**config.mk**
```make
export PLATFORM = sky130hd
export DESIGN_NAME = i2s_to_simul
export DESIGN_NICKNAME = d
export VERILOG_FILES = /design/src/rtl/i2s_simul_pkg.sv /design/src/rtl/i2s_in_sync.sv /design/src/rtl/i2s_word_rx.sv /design/src/rtl/sim_word_tx.sv /design/src/rtl/i2s_to_simul.sv
export SDC_FILE = /design/constraint.sdc
export NUM_CORES = 1
export LEC_CHECK = 0
export BUFFER_PORTS_ARGS = -buffer_cell sky130_fd_sc_hd__buf_2
export CAP_MARGIN = 20
export CORE_MARGIN = 2
export CORE_UTILIZATION = 25
export DETAILED_ROUTE_END_ITERATION = 8
export PLACE_DENSITY = 0.39
export SETUP_SLACK_MARGIN = 0.4
export SYNTH_ARGS = -nofsm -noshare
export SYNTH_HDL_FRONTEND = slang
export SYNTH_SLANG_ARGS = --single-unit
```
**constraint.sdc**
```tcl
create_clock -name clk -period 3.31 [get_ports clk]
set_input_delay 0.4965 -clock clk [delete_from_list [all_inputs] [get_ports clk]]
set_output_delay 0.4965 -clock clk [all_outputs]
set_load 0.02 [all_outputs]
```
**src/rtl/i2s_simul_pkg.sv**
```systemverilog
package i2s_simul_pkg;
  parameter int DEF_WORD_W = 16;
  parameter int DEF_HALF   = 2;
  parameter int DEF_SYNC   = 2;

  typedef enum logic [1:0] {
    TX_IDLE  = 2'd0,
    TX_SHIFT = 2'd1,
    TX_LATCH = 2'd2
  } tx_state_t;
endpackage

```
**src/rtl/i2s_in_sync.sv**
```systemverilog
module i2s_in_sync #(
  parameter int STAGES = 2
) (
  input  logic clk,
  input  logic rst_n,
  input  logic bck,
  input  logic ws,
  input  logic sd,
  output logic bck_rise,
  output logic ws_s,
  output logic sd_s
);
  logic [2:0] stg [STAGES];
  logic       bck_q;

  for (genvar g = 0; g < STAGES; g++) begin : g_stage
    if (g == 0) begin : g_first
      always_ff @(posedge clk) begin
        if (!rst_n) stg[g] <= '0;
        else        stg[g] <= {sd, ws, bck};
      end
    end else begin : g_next
      always_ff @(posedge clk) begin
        if (!rst_n) stg[g] <= '0;
        else        stg[g] <= stg[g-1];
      end
    end
  end

  always_ff @(posedge clk) begin
    if (!rst_n) bck_q <= 1'b0;
    else        bck_q <= stg[STAGES-1][0];
  end

  assign bck_rise = stg[STAGES-1][0] & ~bck_q;
  assign ws_s     = stg[STAGES-1][1];
  assign sd_s     = stg[STAGES-1][2];

  // a bit-clock rise is a single-cycle strobe
  p_rise_gap_r1: assert property (@(posedge clk) disable iff (!rst_n)
    bck_rise |=> !bck_rise);
endmodule

```
**src/rtl/i2s_word_rx.sv**
```systemverilog
module i2s_word_rx #(
  parameter int WORD_W = 16
) (
  input  logic              clk,
  input  logic              rst_n,
  input  logic              bit_stb,
  input  logic              ws_bit,
  input  logic              sd_bit,
  output logic              pair_stb,
  output logic [WORD_W-1:0] pair_l,
  output logic [WORD_W-1:0] pair_r
);
  localparam int CW = $clog2(WORD_W + 1);

  logic              ws_last, seen;
  logic [CW-1:0]     n_bits;
  logic [WORD_W-1:0] sh, hold_l;

  wire              chg        = bit_stb && (ws_bit != ws_last);
  wire              room       = n_bits < CW'(WORD_W);
  wire [WORD_W-1:0] word_fin   = room ? {sh[WORD_W-2:0], sd_bit} : sh;
  wire              left_done  = chg && seen && !ws_last;
  wire              pair_fire  = chg && seen && ws_last;

  always_ff @(posedge clk) begin
    if (!rst_n) begin
      ws_last <= 1'b1;
      seen    <= 1'b0;
      n_bits  <= '0;
      sh      <= '0;
      hold_l  <= '0;
    end else if (bit_stb) begin
      ws_last <= ws_bit;
      if (chg) begin
        seen   <= 1'b1;
        n_bits <= '0;
        sh     <= '0;
        if (left_done) hold_l <= word_fin;
      end else if (room) begin
        sh     <= {sh[WORD_W-2:0], sd_bit};
        n_bits <= n_bits + 1'b1;
      end
    end
  end

  always_ff @(posedge clk) begin
    if (!rst_n) begin
      pair_stb <= 1'b0;
      pair_l   <= '0;
      pair_r   <= '0;
    end else begin
      pair_stb <= pair_fire;
      if (pair_fire) begin
        pair_l <= hold_l;
        pair_r <= word_fin;
      end
    end
  end

  // one pair hand-off per right-word end, never back to back
  p_pair_pulse_r9: assert property (@(posedge clk) disable iff (!rst_n)
    pair_stb |=> !pair_stb);
  // a pair only follows a word-select change seen on a bit strobe
  p_pair_cause_r9: assert property (@(posedge clk) disable iff (!rst_n)
    $rose(pair_stb) |-> $past(bit_stb));
endmodule

```
**src/rtl/sim_word_tx.sv**
```systemverilog
module sim_word_tx
  import i2s_simul_pkg::*;
#(
  parameter int WORD_W = 16,
  parameter int HALF   = 2
) (
  input  logic              clk,
  input  logic              rst_n,
  input  logic              load,
  input  logic [WORD_W-1:0] word_l,
  input  logic [WORD_W-1:0] word_r,
  input  logic              data_inv,
  output logic              clk_raw,
  output logic              dl,
  output logic              dr,
  output logic              le
);
  localparam int PERIOD = 2 * HALF;
  localparam int PW     = (PERIOD > 2) ? $clog2(PERIOD) : 1;
  localparam int BW     = $clog2(WORD_W);

  tx_state_t         state;
  logic [PW-1:0]     ph;
  logic [BW-1:0]     bitn;
  logic [WORD_W-1:0] sh_l, sh_r;

  wire ph_end   = (ph == PW'(PERIOD - 1));
  wire last_bit = (bitn == BW'(WORD_W - 1));

  always_ff @(posedge clk) begin
    if (!rst_n) begin
      state <= TX_IDLE;
      ph    <= '0;
      bitn  <= '0;
      sh_l  <= '0;
      sh_r  <= '0;
    end else begin
      case (state)
        TX_IDLE: if (load) begin
          sh_l  <= word_l ^ {WORD_W{data_inv}};
          sh_r  <= word_r ^ {WORD_W{data_inv}};
          ph    <= '0;
          bitn  <= '0;
          state <= TX_SHIFT;
        end
        TX_SHIFT: begin
          ph <= ph_end ? '0 : ph + 1'b1;
          if (ph_end) begin
            sh_l <= {sh_l[WORD_W-2:0], 1'b0};
            sh_r <= {sh_r[WORD_W-2:0], 1'b0};
            bitn <= bitn + 1'b1;
            if (last_bit) state <= TX_LATCH;
          end
        end
        TX_LATCH: begin
          ph <= ph_end ? '0 : ph + 1'b1;
          if (ph_end) state <= TX_IDLE;
        end
        default: state <= TX_IDLE;
      endcase
    end
  end

  assign clk_raw = (state == TX_SHIFT) && (ph >= PW'(HALF));
  assign le      = (state == TX_LATCH);
  assign dl      = sh_l[WORD_W-1];
  assign dr      = sh_r[WORD_W-1];

  // loaded words are the received pair, complemented when asked
  p_load_word_r8: assert property (@(posedge clk) disable iff (!rst_n)
    $rose(state == TX_SHIFT) |->
      (sh_l == ($past(word_l) ^ {WORD_W{$past(data_inv)}})) &&
      (sh_r == ($past(word_r) ^ {WORD_W{$past(data_inv)}})));
  // data holds still across the active mid-bit edge
  p_mid_edge_r3: assert property (@(posedge clk) disable iff (!rst_n)
    $rose(clk_raw) |-> $stable(sh_l) && $stable(sh_r));
  // latch pulse starts right after the LSB's high phase, all bits gone
  p_le_after_lsb_r7: assert property (@(posedge clk) disable iff (!rst_n)
    $rose(le) |-> $past(clk_raw) && (sh_l == '0) && (sh_r == '0));
  // no clock activity during the latch pulse
  p_le_quiet_r5: assert property (@(posedge clk) disable iff (!rst_n)
    le |-> !clk_raw);
endmodule

```
**src/rtl/i2s_to_simul.sv**
```systemverilog
module i2s_to_simul
  import i2s_simul_pkg::*;
#(
  parameter int WORD_W = DEF_WORD_W,
  parameter int HALF   = DEF_HALF,
  parameter int SYNC   = DEF_SYNC
) (
  input  logic clk,
  input  logic rst_n,
  input  logic i2s_bck,
  input  logic i2s_ws,
  input  logic i2s_sd,
  input  logic cfg_clk_inv,
  input  logic cfg_data_inv,
  output logic dac_clk,
  output logic dac_dl,
  output logic dac_dr,
  output logic dac_le
);
  logic              bck_rise, ws_s, sd_s;
  logic              pair_stb;
  logic [WORD_W-1:0] pair_l, pair_r;
  logic              clk_raw;

  i2s_in_sync #(.STAGES(SYNC)) u_sync (
    .clk(clk), .rst_n(rst_n),
    .bck(i2s_bck), .ws(i2s_ws), .sd(i2s_sd),
    .bck_rise(bck_rise), .ws_s(ws_s), .sd_s(sd_s)
  );

  i2s_word_rx #(.WORD_W(WORD_W)) u_rx (
    .clk(clk), .rst_n(rst_n),
    .bit_stb(bck_rise), .ws_bit(ws_s), .sd_bit(sd_s),
    .pair_stb(pair_stb), .pair_l(pair_l), .pair_r(pair_r)
  );

  sim_word_tx #(.WORD_W(WORD_W), .HALF(HALF)) u_tx (
    .clk(clk), .rst_n(rst_n),
    .load(pair_stb), .word_l(pair_l), .word_r(pair_r),
    .data_inv(cfg_data_inv),
    .clk_raw(clk_raw), .dl(dac_dl), .dr(dac_dr), .le(dac_le)
  );

  assign dac_clk = clk_raw ^ cfg_clk_inv;

  // while latching, the output clock rests at its idle level
  p_idle_level_r6: assert property (@(posedge clk) disable iff (!rst_n)
    dac_le |-> (dac_clk == cfg_clk_inv));
endmodule

```
After elaboration in Yosys (flattened, before gate mapping):

Memory sizes are Yosys's and may differ from the RTL's.
Index checks and enable logic that the tools add are counted.
W data, S select, Z words.

* word-level logic and storage cells: 78
* bits in writable memories: 6
* output and inout bits: 4
* bits in read-only memories: 0
* flip-flop bits (word level): 113
* memories kept: 1
* input bits: 7
* bits in latches: 0

* mux-type cells: 25
* shift-type cells: 0
* multipliers: 0
* add/sub/neg operators: 3
* eq/ne operators: 9
* divide/modulo/power cells: 0
* bitwise gates (word level): 7
* magnitude comparators: 2
* reduce and logical (&&, ||, !) cells: 17

Memories
* u_sync.stg: words 2, width 3, read ports 2, clocked after memory_dff 0, wr ports 2, line i2s_in_sync.sv:13 `logic [2:0] stg [STAGES];`

Operators with widths (count)
* $mux W16: 6
* $pmux W16 S2: 2
* $xor A16 B16 Y16: 2
* $mux W2: 6
* $mux W5: 2
* $mux W4: 2
* $pmux W4 S2: 1
* $mux W3: 2
* $ne A2 B1 Y1 const B: 3
* $pmux W2 S3: 1
* $reduce_and A2 Y1: 3
* $reduce_and A3 Y1: 2
* $reduce_bool A2 Y1: 3
* $add A5 B1 Y5 const B: 1
* $logic_and A1 B1 Y1: 5
* $lt A5 B5 Y1 const B: 1
* $add A4 B1 Y4 const B: 1
* $eq A2 B2 Y1 const B: 2
* $eq A4 B4 Y1 const B: 1
* $pmux W2 S2: 1
* $reduce_and A4 Y1: 1
* $add A2 B1 Y2 const B: 1
* $eq A2 B1 Y1 const B: 1
* $ge A2 B2 Y1 const B: 1
* other kinds (10): 12

Longest topological paths before layout:

Gate-level depths: netlist (run 1).

* depth in word-level cells: 6
* depth in mapped cells: 7
* mapped depth without buffers: 5

Hierarchy:

Synthesis (run 1) repeated with hierarchy kept, for this count alone.

* cell total of the unflattened synthesis: 540
* area, all modules: 5092.4 sq um

By module, submodules not included
* i2s_word_rx: area each 2807.7 sq um, instances 1, seq. area each 1441.4 sq um, cells each 286
* sim_word_tx: area each 2085.8 sq um, instances 1, seq. area each 800.8 sq um, cells each 238
* i2s_in_sync: area each 190.2 sq um, instances 1, seq. area each 140.1 sq um, cells each 15
* i2s_to_simul: area each 8.8 sq um, instances 1, seq. area each 0.0 sq um, cells each 1

Worst setup path before layout (run 1):

No wires, ideal clock.

* path kind: register to output
* start point: reg u_tx.state[1]
* end point: out dac_clk
* cell stages (with the launch flop): 7
* data arrival time: 1539 ps
* path slack: 1274 ps
* path through: dfxtp_1 inv_1 ha_1 buf_2 clkbuf_1 o21ai_1 xnor2_1

* word-level cells in the longest chain between the ends: 3

Ends and longest elaborated chain
* from (decl): line sim_word_tx.sv:22 `tx_state_t state;`
* from (signal assigned): line sim_word_tx.sv:32 `state <= TX_IDLE;`
* from (signal assigned): line sim_word_tx.sv:44 `state <= TX_SHIFT;`
* from (signal assigned): line sim_word_tx.sv:52 `if (last_bit) state <= TX_LATCH;`
* $eq A2 B1 Y1: line sim_word_tx.sv:64 `assign clk_raw = (state == TX_SHIFT) && (ph >= PW'(HALF));`
* $logic_and A1 B1 Y1: line sim_word_tx.sv:64
* $xor A1 B1 Y1: line i2s_to_simul.sv:44 `assign dac_clk = clk_raw ^ cfg_clk_inv;`
* to (decl): line i2s_to_simul.sv:15 `output logic dac_clk,`

No other way between the ends.

Final worst setup path (run 1):

* start point: reg u_tx.state[1]
* end point: reg u_tx.sh_r[11]

* word-level cells in the longest chain between the ends: 3

Ends and longest elaborated chain
* $eq A2 B1 Y1 or $logic_not A2 Y1 (tied branches): line sim_word_tx.sv:38 `case (state)`
* $ne A2 B1 Y1 (no source line), or another cell as far along
* $reduce_and A3 Y1 (no source line)
* to (signal assigned): line sim_word_tx.sv:41 `sh_r <= word_r ^ {WORD_W{data_inv}};`
* to (signal assigned): line sim_word_tx.sv:50 `sh_r <= {sh_r[WORD_W-2:0], 1'b0};`
* to (decl): line sim_word_tx.sv:25 `logic [WORD_W-1:0] sh_l, sh_r;`

Several ways; a longest one is shown, not always the timed one.
A chain may end at the register's enable or synchronous reset.

==> out/qor.csv, run 1 <==
metric,value,unit
placementRows,52,
grt_pass1_vias,3688,
cts.sinks,119,
hold_violations,0,
syn_avg_cell_area,9.441,um^2
grt_util_met3,0.02870,
io_pins,11,
cts_buffer_depth,2,
maxCapViolCount,0,
critPathMaxFanout,30,
ctsHoldBuffers,0,
r2r-start,u_tx.state[1]$_SDFFE_PN0P_,
crit_end,u_tx.sh_r[11]$_SDFFE_PN0P_,
gr-max-usage-layer,met1,
start_util,0.2548,
htreeDepth,4,
cts_tree,built,
max_freq,0.4522,GHz
fin_util,0.3006,
worstPathArrival,2.57,ns
synth-seq-area-share,0.4621,
numCtsBuffers,17,
critical_path_class,reg -> reg,
rsz0062_at_grt,no,
grt_antenna_before_repair,0,
cp-start-kind,register,
synth_warnings,0,
die_h,147.6,um
die_x,147.6,um
fin_cells,820,
final_cell_mix,"dfxtp_1, a21oi_1, o21ai_0, nand2_1, xnor2_1",
place_congestion,0.6936,
end_kind,register,
multiInputGateArea,2520,um^2
final_nets,551,
p_leak,1.937,nW
vdd_drop_max,0.3662,mV
cts_setup_buffers,0,
fill_cells,2091,
p_per_area,634.0,nW/um^2
vias_per_cell,4.678,
port_buffers,10,
first_pass_iters,4,
synth_top_cell_area_share,0.4621,
ys_types,45,
critPathLaunch,u_tx.state[1]$_SDFFE_PN0P_,
worstMarginPinSlew,1.089,ns
fp.coreArea,20230,um^2
holdCritStartpoint,i2s_sd,
cts_resized,0,
drt_iter0_drc,191,
hold_path_class,in -> reg,
path_clk_slew,0.06,ns
setup_tns,0,ns
root_buffer,clkbuf_16,
regArea,2382,um^2
critPathSlowestCell,mux2i_1,
grt_overflow,0,
layout_commonest_cell,dfxtp_1,
clkLatencyLatePin,0.41,ns
synth_area_leader_cell,dfxtp_1,
netlist_area,5155,um^2
grt_max_degree,64,
drv_slew,0,
wl_per_cell,14.45,um
relSlewSlack,0.2728,
grt_pass1_wl,19890,um
grt_util_met2,0.1628,
die_area,21780,um^2
drive_above_1_share,0.1345,
outcome,completed,
drc,0,
area_growth,17.99,%
drt_wl_total,11850,um
cp.required,3.67,ns
period_needed,2.211,ns
met1_usage,0.1635,
finClkSkew,0.006643,ns
setup_viol,0,
syn_nets,560,
crit_chain,inv_1 > ha_2 > mux2i_1 > o21a_1 > buf_4 > a22o_1,
grt_usage,0.1141,
hpwl,7816,um
r2r_cells,6,
synth-seq-cells,119,
vias,3836,
yosys-top-cells-area,"dfxtp_1, xnor2_1, a21oi_1, a22o_1, o21ai_0",
antenna_cells,0,
dpl.cell_count,788,
r2r_setup_slack,1.10,ns
r2r_end,u_tx.sh_r[11]$_SDFFE_PN0P_,
whs,0.2868,ns
finalCritPeriodShare,0.6681,
postRouteAntennaNets,0,
max_stage_delay,0.67,ns
syn_inst,546,
-- flip-flops by register name, indices dropped and copies added (netlist names) --
| register | count |
|---|---|
| u_rx.pair_r | 16 |
| u_tx.ph | 2 |
| u_rx.seen | 1 |
| u_rx.pair_stb | 1 |
| u_tx.bitn | 4 |
| u_tx.sh_l | 16 |
| u_rx.ws_last | 1 |
| u_tx.sh_r | 16 |
| u_rx.sh | 16 |
| u_rx.pair_l | 16 |
| u_sync.stg | 6 |
| u_sync.bck_q | 1 |
| u_rx.n_bits | 5 |
| u_tx.state | 2 |
| u_rx.hold_l | 16 |
-- where the power goes --
part | internal, mW | total (mW) | leakage (nW) | switching (mW)
Combinational | 0.106 | 0.297 | 0.655 | 0.191
Sequential | 1.48 | 1.50 | 0.961 | 0.0255
Clock | 1.39 | 2.06 | 0.322 | 0.663
-- kinds of logic after synthesis --
logic type	count (synthesis)	synth area share
AO/OA/AOI/OAI	204	0.2687
flip-flops	119	0.4621
AND/OR/NAND/NOR	104	0.1049
buffers and inverters	58	0.05097
XOR/XNOR	35	0.05947
multiplexers	19	0.03689
adder cells (fa/ha/maj)	7	0.01699
-- worst max-delay path: cells and delay by family (launching register included) --
kind            cells  cell delay [ns]
mux                 1             0.67
buf+inv             2             0.39
compound gates      2             0.38
fa+ha+maj           1             0.37
flops               1             0.33
-- per-stage QoR --
| step | setup WS, ns | cell area [um^2] | power, mW |
|---|---|---|---|
| 2_1_floorplan | 1.274 | 5155 | 1.763 |
| 3_3_place_gp | 1.205 | 5418 | 1.829 |
| 3_5_place_dp | 1.140 | 5418 | 1.834 |
| 4_1_cts | 1.100 | 6082 | 3.905 |
| 5_1_grt | 0.9109 | 6082 | 4.018 |
| 6_report | 1.099 | 6082 | 3.856 |
-- synthesized netlist by cell type, drive strengths merged --
cell type  number
dfxtp         119
a21oi          57
o21ai          55
nand2          39
xnor2          35
a211oi         32
buf            31
a22o           30
nand3          23
clkbuf         21
mux2i          19
a32o           16
and2            8
ha              7
inv             6
nor2            5
nor2b           5
or4             5
a31oi           4
nand2b          3
nand3b          3
nor3            3
a21o            2
nor3b           2
o21a            2
or3b            2
a221oi          1
a311oi          1
a41oi           1
and3            1
and3b           1
and4            1
nor4bb          1
o21bai          1
o311ai          1
o31ai           1
or2             1
or2b            1
-- routing by layer --
layer / routed length, um / up-vias
met5: 0 / -
met4: 187 / 0
met1: 6389 / 1806
li1: - / 1976
met2: 4977 / 40
met3: 296 / 14
-- cell type report --
cell class,instances,share of cell area
well taps,270,0.05554
repair buffers,24,0.02551
clock buffers,20,0.07673
inverters,6,0.003703
flip-flops and latches,119,0.3917
clock inverters,12,0.03250
multi-input cells,369,0.4143
-- worst min path at each step --
stage                                  endpoint  cells after the start
global route        u_sync.stg[0][2]$_SDFF_PN0_                      2
finish              u_sync.stg[0][2]$_SDFF_PN0_                      2
detailed placement  u_sync.stg[1][2]$_SDFF_PN0_                      1
CTS                 u_sync.stg[0][2]$_SDFF_PN0_                      2
floorplan           u_sync.stg[1][0]$_SDFF_PN0_                      1
global placement    u_sync.stg[1][1]$_SDFF_PN0_                      1
No activity file was read; power rests on OpenSTA's default activity.
==> inputs of run 2 (changes only) <==
- clock period: 3.31 -> 2.15 ns (I/O delays scaled with it)
==> out/qor.csv, run 2 (synthesis results as in run 1) <==
metric,value,unit,change
grt_pass1_vias,3838,,was 3688
setup_viol,0,,unchanged
period_needed,1.738,ns,
p_int,4.565,mW,was 2.977 mW
setup_tns,0,ns,unchanged
p_leak,2.053,nW,was 1.937 nW
drc,0,,unchanged
drt_iter0_drc,204,,was 191
wl_per_cell,15.03,um,was 14.45 um
finalCritPeriodShare,0.8082,,
fill_cells,2127,,was 2091
path_clk_slew,0.05,ns,was 0.06 ns
clkLatencyLatePin,0.42,ns,was 0.41 ns
ctsHoldBuffers,0,,unchanged
start_util,0.2548,,unchanged
worstMarginPinSlew,0.5240,ns,was 1.089 ns
drive_above_1_share,0.1823,,was 0.1345
grt_overflow,0,,unchanged
cp.required,1.83,ns,was 3.67 ns
first_pass_iters,4,,unchanged
cts.sinks,119,,unchanged
place_area,5513,um^2,was 5418 um^2
p_per_area,938.6,nW/um^2,was 634.0 nW/um^2
end_kind,output port,,was register
final_cell_area,6330,um^2,was 6082 um^2
finClkSkew,0.01206,ns,was 0.006643 ns
pwr-share-clk,0.512,,was 0.533
grt_antenna_before_repair,0,,unchanged
cp-start-kind,register,,unchanged
htreeDepth,4,,unchanged
relSlewSlack,0.6507,,was 0.2728
final_cell_mix,"dfxtp_1, a21oi_1, o21ai_0, nand2_1, xnor2_1",,unchanged
max_freq,0.5755,GHz,
vias,3974,,was 3836
cts_buffer_depth,2,,unchanged
maxCapViolCount,0,,unchanged
critPathMaxFanout,5,,was 30
place_congestion,0.6740,,was 0.6936
area_growth,22.79,%,was 17.99%
dpl.cell_count,793,,was 788
preCtsSetupSlack,0.03947,ns,was 1.140 ns
hold_path_class,in -> reg,,unchanged
fin_ws,0.4125,ns,was 1.099 ns
grt_usage,0.1203,,was 0.1141
antenna_cells,0,,unchanged
outcome,completed,,unchanged
worstPathArrival,1.42,ns,was 2.57 ns
port_buffers,10,,unchanged
root_buffer,clkbuf_16,,unchanged
numCtsBuffers,17,,unchanged
io_pins,11,,unchanged
postRouteAntennaNets,0,,unchanged
drv_slew,0,,unchanged
layout_commonest_cell,dfxtp_1,,unchanged
vias_per_cell,4.759,,was 4.678
fp.coreArea,20230,um^2,unchanged
die_area,21780,um^2,unchanged
hpwl,7740,um,was 7816 um
power_frac_seq,0.390,,about the same
swShare,0.2316,,was 0.2281
vdd_drop_max,0.5341,mV,was 0.3662 mV
placementRows,52,,unchanged
final_nets,566,,was 551
die_x,147.6,um,unchanged
grt_max_degree,61,,was 64
hold_violations,0,,unchanged
drt_wl_total,12550,um,was 11850 um
critical_path_class,reg -> out,,was reg -> reg
die_h,147.6,um,unchanged
fin_cells,835,,was 820
combPwrFrac,0.098,,was 0.077
grt_pass1_wl,20670,um,was 19890 um
rsz0062_at_grt,yes,,was no
cts_tree,built,,unchanged
power_switching,1.376,mW,was 0.8794 mW
-- run 2: changes by cell type in the layout (fill, tap and decap cells not counted), sizes merged --
cell and delta:
clkinvlp -1, bufinv -2, clkinv -2, buf +15
clkbuf +5
-- run 2: through the flow --
step | util | hold slack (ns) | total power, mW
2_1_floorplan | - | 0.4119 | 2.715
3_3_place_gp | 0.2724 | 0.4185 | 2.861
3_5_place_dp | 0.2724 | 0.4251 | 2.869
4_1_cts | 0.3101 | 0.1007 | 5.969
5_1_grt | 0.3128 | 0.1104 | 6.169
6_report | 0.3128 | 0.1140 | 5.941
-- run 2: power groups by stage --
stage	logic [mW]	clock network [mW]	registers, mW
after floorplan	0.361	0	2.35
after global placement	0.501	0	2.36
after detailed placement	0.509	0	2.36
after CTS	0.549	3.11	2.32
after global routing	0.642	3.20	2.32
final	0.582	3.04	2.32
-- run 2: worst max-delay path: stages (launching register included) --
cell,delay (ns)
dfxtp_2,0.33
inv_2,0.05
ha_4,0.16
buf_12,0.12
o21ai_4,0.06
xnor2_2,0.12
buf_4,0.15
-- run 2: layout make-up --
class,instances,area (um^2),share of cell area
Tap cell,270,337.8,0.05337
Inverter,6,22.52,0.003558
Timing Repair Buffer,39,340.3,0.05377
Multi-Input combinational cell,369,2601,0.4110
Sequential cell,119,2390,0.3775
Clock inverter,7,112.6,0.01779
Clock buffer,25,525.5,0.08302
-- run 2: worst paths after layout --
path,from,endpoint,slack (ns),cells after the start
setup / recovery,u_tx.state[1]$_SDFFE_PN0P_,dac_clk,0.41,6
setup reg to reg,u_tx.state[1]$_SDFFE_PN0P_,u_tx.bitn[3]$_SDFFE_PN0P_,0.42,7
hold / removal,i2s_ws,u_sync.stg[0][1]$_SDFF_PN0_,0.11,2
hold reg to reg,u_sync.stg[0][1]$_SDFF_PN0_,u_sync.stg[1][1]$_SDFF_PN0_,0.43,1
-- run 2: repair_timing --
| action | in CTS | in global routing |
|---|---|---|
| setup buffers | 5 | 5 |
| gates cloned | 0 | 0 |
| hold endpoints to repair | 0 | 0 |
| pin swaps | 4 | 4 |
| resized for setup | 23 | 4 |
| endpoints found under the setup margin | 41 | 45 |
-- run 2: per-layer routing --
metal	routed length, um	share of wire	vias up	GRT usage
li1	-	-	2014	-
met1	6745	0.54	1899	0.1773
met2	5219	0.42	47	0.1667
met3	388	0.031	14	0.03056
met4	193	0.015	0	0.04615
met5	0	0	-	0
